### config.mk
export PLATFORM = sky130hd
export DESIGN_NAME = nvs_store_seq
export DESIGN_NICKNAME = d
export VERILOG_FILES = /design/src/rtl/nvs_pkg.sv /design/src/rtl/nvs_rst_sync.sv /design/src/rtl/nvs_cs_edge.sv /design/src/rtl/nvs_arm.sv /design/src/rtl/nvs_busy_timer.sv /design/src/rtl/nvs_store_seq.sv
export SDC_FILE = /design/constraint.sdc
export NUM_CORES = 1
export LEC_CHECK = 0
export BUFFER_PORTS_ARGS = -buffer_cell sky130_fd_sc_hd__buf_2
export CELL_PAD_IN_SITES_DETAIL_PLACEMENT = 0
export CELL_PAD_IN_SITES_GLOBAL_PLACEMENT = 1
export CORE_MARGIN = 2
export CORE_UTILIZATION = 40
export DETAILED_ROUTE_END_ITERATION = 7
export GPL_TIMING_DRIVEN = 0
export PLACE_DENSITY = 0.83
export SLEW_MARGIN = 25
export SYNTH_ARGS = -nofsm -noshare
export SYNTH_HDL_FRONTEND = slang
export SYNTH_SLANG_ARGS = --single-unit
### constraint.sdc
create_clock -name clk -period 1.05 [get_ports clk]
set_clock_uncertainty 0.2 [all_clocks]
set_input_delay 0.0525 -clock clk [delete_from_list [all_inputs] [get_ports clk]]
set_output_delay 0.0525 -clock clk [all_outputs]
set_load 0.05 [all_outputs]
### src/rtl/nvs_pkg.sv
package nvs_pkg;

  localparam int OPCODE_W = 4;
  localparam int STATUS_W = 8;

  localparam logic [OPCODE_W-1:0] OP_WRITE_DR       = 4'b1100;
  localparam logic [OPCODE_W-1:0] OP_LIVE_TO_DR     = 4'b1110;
  localparam logic [OPCODE_W-1:0] OP_ALL_LIVE_TO_DR = 4'b1000;

  typedef enum logic [1:0] {
    ARM_IDLE  = 2'd0,
    ARM_WAIT  = 2'd1,
    ARM_READY = 2'd2
  } arm_state_t;

  function automatic logic op_is_store(input logic [OPCODE_W-1:0] op);
    return (op == OP_WRITE_DR) || (op == OP_LIVE_TO_DR) || (op == OP_ALL_LIVE_TO_DR);
  endfunction

  function automatic logic op_is_global(input logic [OPCODE_W-1:0] op);
    return (op == OP_ALL_LIVE_TO_DR);
  endfunction

endpackage

### src/rtl/nvs_rst_sync.sv
module nvs_rst_sync #(
  parameter int STAGES = 2
) (
  input  logic clk,
  input  logic rst_n,
  output logic rst_sync_n
);

  logic [STAGES-1:0] chain_q;

  always_ff @(posedge clk or negedge rst_n) begin
    if (!rst_n) begin
      chain_q <= '0;
    end else begin
      chain_q <= {chain_q[STAGES-2:0], 1'b1};
    end
  end

  assign rst_sync_n = chain_q[STAGES-1];

endmodule

### src/rtl/nvs_cs_edge.sv
module nvs_cs_edge (
  input  logic clk,
  input  logic rst_n,
  input  logic cs_n,
  output logic cs_rise
);

  logic cs_q;

  always_ff @(posedge clk or negedge rst_n) begin
    if (!rst_n) begin
      cs_q <= 1'b1;
    end else begin
      cs_q <= cs_n;
    end
  end

  assign cs_rise = cs_n & ~cs_q;

endmodule

### src/rtl/nvs_arm.sv
module nvs_arm
  import nvs_pkg::*;
(
  input  logic                clk,
  input  logic                rst_n,
  input  logic                cmd_valid,
  input  logic [OPCODE_W-1:0] cmd_op,
  input  logic                frame_done,
  input  logic                cs_rise,
  input  logic                wp_n,
  input  logic                busy,
  output logic                go,
  output logic                go_all
);

  arm_state_t state_q, state_d;
  logic       glob_q, glob_d;
  logic       complete;

  // A frame counts as complete when the strobe was seen earlier or lands now.
  assign complete = (state_q == ARM_READY) || ((state_q == ARM_WAIT) && frame_done);

  always_comb begin
    state_d = state_q;
    glob_d  = glob_q;
    go      = 1'b0;
    unique case (state_q)
      ARM_IDLE: begin
        if (cmd_valid && op_is_store(cmd_op) && !busy) begin
          state_d = ARM_WAIT;
          glob_d  = op_is_global(cmd_op);
        end
      end
      ARM_WAIT: begin
        if (frame_done) begin
          state_d = ARM_READY;
        end
      end
      ARM_READY: begin
        state_d = ARM_READY;
      end
      default: begin
        state_d = ARM_IDLE;
      end
    endcase
    if (cs_rise) begin
      state_d = ARM_IDLE;
      go      = wp_n && complete;
    end
  end

  assign go_all = go & glob_q;

  always_ff @(posedge clk or negedge rst_n) begin
    if (!rst_n) begin
      state_q <= ARM_IDLE;
      glob_q  <= 1'b0;
    end else begin
      state_q <= state_d;
      glob_q  <= glob_d;
    end
  end

endmodule

### src/rtl/nvs_busy_timer.sv
module nvs_busy_timer #(
  parameter int STORE_CYCLES = 1250000
) (
  input  logic clk,
  input  logic rst_n,
  input  logic start,
  output logic busy
);

  localparam int CNT_W = (STORE_CYCLES > 1) ? $clog2(STORE_CYCLES) : 1;
  localparam logic [CNT_W-1:0] LOAD = CNT_W'(STORE_CYCLES - 1);

  logic [CNT_W-1:0] cnt_q, cnt_d;
  logic             busy_q, busy_d;

  always_comb begin
    cnt_d  = cnt_q;
    busy_d = busy_q;
    if (start) begin
      busy_d = 1'b1;
      cnt_d  = LOAD;
    end else if (busy_q) begin
      if (cnt_q == '0) begin
        busy_d = 1'b0;
      end else begin
        cnt_d = cnt_q - 1'b1;
      end
    end
  end

  always_ff @(posedge clk or negedge rst_n) begin
    if (!rst_n) begin
      cnt_q  <= '0;
      busy_q <= 1'b0;
    end else begin
      cnt_q  <= cnt_d;
      busy_q <= busy_d;
    end
  end

  assign busy = busy_q;

endmodule

### src/rtl/nvs_store_seq.sv
module nvs_store_seq
  import nvs_pkg::*;
#(
  parameter int STORE_CYCLES = 1250000
) (
  input  logic                clk,
  input  logic                rst_n,
  input  logic                cs_n,
  input  logic                wp_n,
  input  logic                cmd_valid,
  input  logic [OPCODE_W-1:0] cmd_op,
  input  logic                frame_done,
  output logic                commit,
  output logic                commit_all,
  output logic                busy,
  output logic [STATUS_W-1:0] status_byte
);

  logic rst_int_n;
  logic cs_rise;
  logic go, go_all;
  logic commit_q, commit_all_q;

  nvs_rst_sync #(.STAGES(2)) u_rst (
    .clk        (clk),
    .rst_n      (rst_n),
    .rst_sync_n (rst_int_n)
  );

  nvs_cs_edge u_edge (
    .clk     (clk),
    .rst_n   (rst_int_n),
    .cs_n    (cs_n),
    .cs_rise (cs_rise)
  );

  nvs_arm u_arm (
    .clk        (clk),
    .rst_n      (rst_int_n),
    .cmd_valid  (cmd_valid),
    .cmd_op     (cmd_op),
    .frame_done (frame_done),
    .cs_rise    (cs_rise),
    .wp_n       (wp_n),
    .busy       (busy),
    .go         (go),
    .go_all     (go_all)
  );

  nvs_busy_timer #(.STORE_CYCLES(STORE_CYCLES)) u_timer (
    .clk   (clk),
    .rst_n (rst_int_n),
    .start (go),
    .busy  (busy)
  );

  always_ff @(posedge clk or negedge rst_int_n) begin
    if (!rst_int_n) begin
      commit_q     <= 1'b0;
      commit_all_q <= 1'b0;
    end else begin
      commit_q     <= go;
      commit_all_q <= go_all;
    end
  end

  assign commit      = commit_q;
  assign commit_all  = commit_all_q;
  assign status_byte = {{(STATUS_W-1){1'b0}}, busy};

endmodule

## Word level (Yosys, flattened, before mapping)

Index checks and enable logic that the tools add are counted.

- Word-level logic and storage cells: 45
- Input bits: 10
- Output and inout bits: 11
- Flip-flop bits (word level): 30

- Reduce and logical (&&, ||, !) cells: 14
- Eq/ne operators: 8
- Bitwise gates (word level): 3
- Add/subtract/negate cells: 1
- Multiplexer cells: 11

Operator list:

| kind | number |
|---|---|
| 2-to-1 mux 21 bit | 3 |
| zero test 21 bit | 1 |
| subtractor 21 x 1 -> 21 bit, second input constant | 1 |
| == test 4 bit, second input constant | 3 |
| 2-to-1 mux 2 bit | 3 |
| case mux 2 bit (3 select lines) | 1 |
| AND reduction 2 bit | 3 |
| logical AND 1 bit | 4 |
| 2-to-1 mux 1 bit | 4 |
| logical OR 1 bit | 3 |
| != test 3 x 2 -> 1 bit, second input constant | 1 |
| != test 3 bit, second input constant | 1 |
| bitwise AND 1 bit | 2 |
| == test 2 x 1 -> 1 bit, second input constant | 1 |
| == test 2 bit, second input constant | 1 |
| zero test 2 bit | 1 |
| != test 2 bit, second input constant | 1 |
| nonzero test 2 bit | 1 |
| zero test 1 bit | 1 |
| inverter 1 bit | 1 |

## Depth between registers and ports, before layout

- Depth in word-level cells: 8
- Gate-level depth with buffers: 8
- Depth with buffers taken out: 7

## Hierarchy

A second synthesis with hierarchy kept.

- Cell total of the unflattened synthesis: 167
- Area, all modules: 1699.1 sq um

Modules (own cells, without submodules):

| module | seq. area each (sq um) | area an instance (sq um) | times used | cells each |
|---|---|---|---|---|
| nvs_busy_timer | 550.5 | 1236.2 | 1 | 125 |
| nvs_arm | 75.1 | 255.2 | 1 | 26 |
| nvs_store_seq | 50.0 | 113.9 | 1 | 11 |
| nvs_rst_sync | 50.0 | 53.8 | 1 | 3 |
| nvs_cs_edge | 26.3 | 40.0 | 1 | 2 |

## Least setup slack after synthesis

Ideal clock, no wire load.

- Kind: register to register
- Start point: register u_timer.busy_q (netlist: u_timer.busy)
- End point: register u_timer.cnt_q[11]
- Setup time: 0.120 ns
- Data arrival time: 2.151 ns
- Data required time: 0.730 ns
- Setup slack: -1.422 ns
- Path buffers: 0
- Clock period less this slack: 2.472 ns
- Cell stages (with the launch flop): 5
- Path through: dfrtp_1 > or4b_2 > nor3_1 > a31oi_1 > a41o_1

- Cells in the longest elaborated chain, start to end: 2

RTL lines:

| element | RTL line | RTL |
|---|---|---|
| start: declaration | nvs_busy_timer.sv:14 | `logic busy_q, busy_d;` |
| start signal: assignment | nvs_busy_timer.sv:37 | `busy_q <= busy_d;` |
| nonzero test 2 bit (no line) | - |  |
| AND reduction 2 bit (no line) | - |  |
| end signal: assignment | nvs_busy_timer.sv:36 | `cnt_q <= cnt_d;` |
| end: declaration | nvs_busy_timer.sv:13 | `logic [CNT_W-1:0] cnt_q, cnt_d;` |

No other way between the ends.
A chain may end at the register's enable or synchronous reset.

## Worst setup path after layout

- Start point: register u_timer.cnt_q[6]
- End point: register u_timer.cnt_q[20]

- Cells in the longest elaborated chain, start to end: 4
- Elaborated cells between the ends (all ways): 7
- Classes of those cells: add/sub: 1; eq/ne: 1; mux: 3; reduce/logical: 2

RTL lines:

| element | RTL line | RTL |
|---|---|---|
| subtractor 21 x 1 -> 21 bit | nvs_busy_timer.sv:26 | `cnt_d = cnt_q - 1'b1;` |
| 2-to-1 mux 21 bit | nvs_busy_timer.sv:23 | `if (cnt_q == '0) begin` |
| 2-to-1 mux 21 bit | nvs_busy_timer.sv:22 | `end else if (busy_q) begin` |
| 2-to-1 mux 21 bit | nvs_busy_timer.sv:19 | `if (start) begin` |

Several ways; a longest one is shown, not always the timed one. The select of a mux whose other input is x is not followed.

==> out/metrics.yaml <==
place:
  preCtsSetupSlack_ps: -1280
  hpwl_um: 2780
  io_buffers: 13
  place_congestion: 0.807
critical_path:
  reg2reg_from: "u_timer.cnt_q[6]$_DFFE_PN0P_"
  cp-end-kind: "register"
  r2r_slack_ps: -1170
  crit_fanout: 5
  crit_arrival_ps: 2240
  critical_path_required_ps: 1070
  start_kind: "register"
  critPathCapture: "u_timer.cnt_q[20]$_DFFE_PN0P_"
  worstSetupStartpoint: "u_timer.cnt_q[6]$_DFFE_PN0P_"
  rr_worst_depth: 5
  r2r-end: "u_timer.cnt_q[20]$_DFFE_PN0P_"
  critPathKind: "reg2reg"
synthesis:
  muxShareOfSynthArea_pct: 5.77
  ys_ff_latch: 30
  netlist_area_um2: 1760
  synthAdderAreaFrac_pct: 3.56
  synth-warning-count: 0
  synth_top_family_by_area: "simple AND/OR/NAND/NOR gates"
  ys_async_sr_fraction_pct: 100
  synth_top_area_share_pct: 41.3
  synth_area_leaders: "dfrtp_1 (41%), mux2i_1 (5.1%), nor2_1 (3.8%)"
  yosys.area.top_type: "dfrtp_1"
  synth-seq-area-share_pct: 42.8
  synthDistinctLibCells: 47
  ys.flop_type: "dfrtp_1"
  synth_cells: 188
  synth-xor-area-share_pct: 0
  synth_compound_area_share_pct: 14.2
  postSynthAreaPerCell_um2: 9.34
  synth-edff-count: 0
  synthSimpleGateAreaFrac_pct: 25.9
finish:
  nets: 262
  area_growth_pct: 50.7
  drive_gt1_share_pct: 41.9
  multiInputGateArea_um2: 1100
  final_cell_mix: "buf_4 (27), dfrtp_1 (27), nor2_1 (18)"
  seq_area_um2: 757
  diodes: 0
  fill_cells: 348
global_route:
  grt_max_degree: 29
  grt_pass1_wl_um: 7630
  antenna_found_initial: 0
  grt_pass1_vias: 1604
  grt_util_all_layers_pct: 19.8
  grt_overflow_total: 0
die:
  die_x_um: 70.2
  pin_count: 21
  start_util_pct: 40.9
  die-area_um2: 4930
  core_um2: 4290
  std_cell_rows: 24
  die_h_um: 70.2
drt:
  vias: 1622
  vias_per_cell: 5.41
  wl_per_cell_um: 15.3
  drc: 0
  highest_layer: "met4"
  met2_length_um: 2360
  first_pass_iters: 4
  met3_length_um: 174
  wirelength_um: 4590
  ant_nets: 0
  drt_iter0_markers: 98
  wl_met1_um: 1950
timing:
  setup-tns-final_ps: -26000
  hold_viol_final: 2
  finalSetupViolCount: 31
  fin_ws_ps: -1170
  rsz0062_at_grt: "yes"
  post-route-min-period_ps: 2220
  hold_slack_ps: -38.5
  slew_viol_final: 0
  fmax_mhz: 451
  fin_crit_sh_pct: 211
power:
  power_leakage_uw: 0.00118
  powerDensity_nw_per_um2: 2230
  ir_worst_vdd_mv: 1.83
run_status:
  outcome: "complete, but fails checks"
  failed_checks: "negative hold slack, negative setup slack"
job:
  maxCapViolCount: 0
clocking:
  cts.path.max_buffers: 2
  cts_buffers: 5
  root_buffer: "clkbuf_8"
  cts_hold_buf: 5
  clock_latency_ps: 280
  cts_tree: "done"
  cts_max_level: 2
  clock_sinks: 30
  clkSlewWorstSetupHoldPaths_ps: 70
min_path:
  hp-class: "in2reg"
[cell families after synthesis]
kind of cell	Yosys count
AOI/OAI and AO/OA	38
adders and majority gates	5
buffers and inverters	24
DFF	30
muxes	10
other	2
and+or+nand+nor	79
[critical path, cell delays in order (launching register included)]
cell	delay, ps
dfrtp_1	390
or4_4	550
or3_4	380
buf_4	150
or4_1	400
nand3_1	90
[synth_stat cells (3+ instances only)]
library cell / number
a31oi_1: 5
nand3_1: 5
nor2_1: 18
dfrtp_1: 29
o21ai_0: 8
and2_1: 3
and4_1: 4
clkbuf_1: 5
inv_1: 9
nor3_1: 5
nor4_1: 4
o31ai_1: 3
a21oi_1: 10
mux2i_1: 9
ha_1: 5
nand4_1: 3
buf_4: 8
nand2b_1: 4
nand3b_1: 3
nand2_1: 11
or4_1: 4
[per-stage QoR]
step / std cells / hold slack (ps) / area (um^2) / total power, uW / util (%)
floorplan: 194 / -443 / 1870 / 3120 / -
detailed placement: 259 / -361 / 2000 / 3490 / 46.5
finish: 300 / -38.5 / 2650 / 5900 / 61.6
global route: 300 / -18.9 / 2650 / 6260 / 61.6
CTS: 289 / -41.1 / 2490 / 5490 / 58.1
global placement: 259 / -362 / 2000 / 3450 / 46.5
[layout make-up]
type | instances | area share, %
Buffer | 13 | 4.49
Clock buffer | 6 | 3.12
Clock inverter | 2 | 2.27
Inverter | 9 | 1.47
Multi-Input combinational cell | 140 | 41.6
Sequential cell | 30 | 28.6
Tap cell | 52 | 2.46
Timing Repair Buffer | 48 | 16.0
[state kept, by name (all words and copies together) (netlist names)]
name,cells
u_edge.cs_q,1
u_arm.glob_q,1
commit_all,1
u_timer.cnt_q,21
u_rst.chain_q,2
commit,1
u_timer.busy,1
u_arm.state_q,2
[routing by layer]
| layer | global-route usage, % | vias to the layer above |
|---|---|---|
| met5 | 0 | - |
| met2 | 32.2 | 41 |
| li1 | - | 789 |
| met3 | 4.47 | 10 |
| met4 | 8.76 | 0 |
| met1 | 25.0 | 782 |
[where the power goes]
part / switching (uW) / internal, uW / leakage, uW
clock: 464 / 1010 / 0.0000714
sequential: 500 / 1510 / 0.000350
combinational: 1110 / 1310 / 0.000759
total: 2080 / 3830 / 0.00118
[worst min-delay path by stage]
stage                           from  cells after the start                            to  slack (ps)
final                     frame_done                      4  u_arm.state_q[0]$_DFFE_PN0P_         -40
after global routing       cmd_op[0]                      4      u_arm.glob_q$_DFFE_PN0P_         -20
after CTS                  cmd_op[0]                      4      u_arm.glob_q$_DFFE_PN0P_         -40
after detailed placement       rst_n                      1    u_rst.chain_q[0]$_DFF_PN0_        -360
after global placement         rst_n                      1    u_rst.chain_q[0]$_DFF_PN0_        -360
after floorplan                rst_n                      0    u_rst.chain_q[0]$_DFF_PN0_        -440
[timing repair]
| action | 4_1_cts | 5_1_grt |
|---|---|---|
| setup endpoints to repair | 31 | 58 |
| buffers inserted | 18 | 11 |
| pin swaps | 10 | 11 |
| gates cloned | 1 | 0 |
| endpoints found under the hold margin | 6 | 2 |
| resized for setup | 39 | 23 |
(Power assumes the default switching activity.)
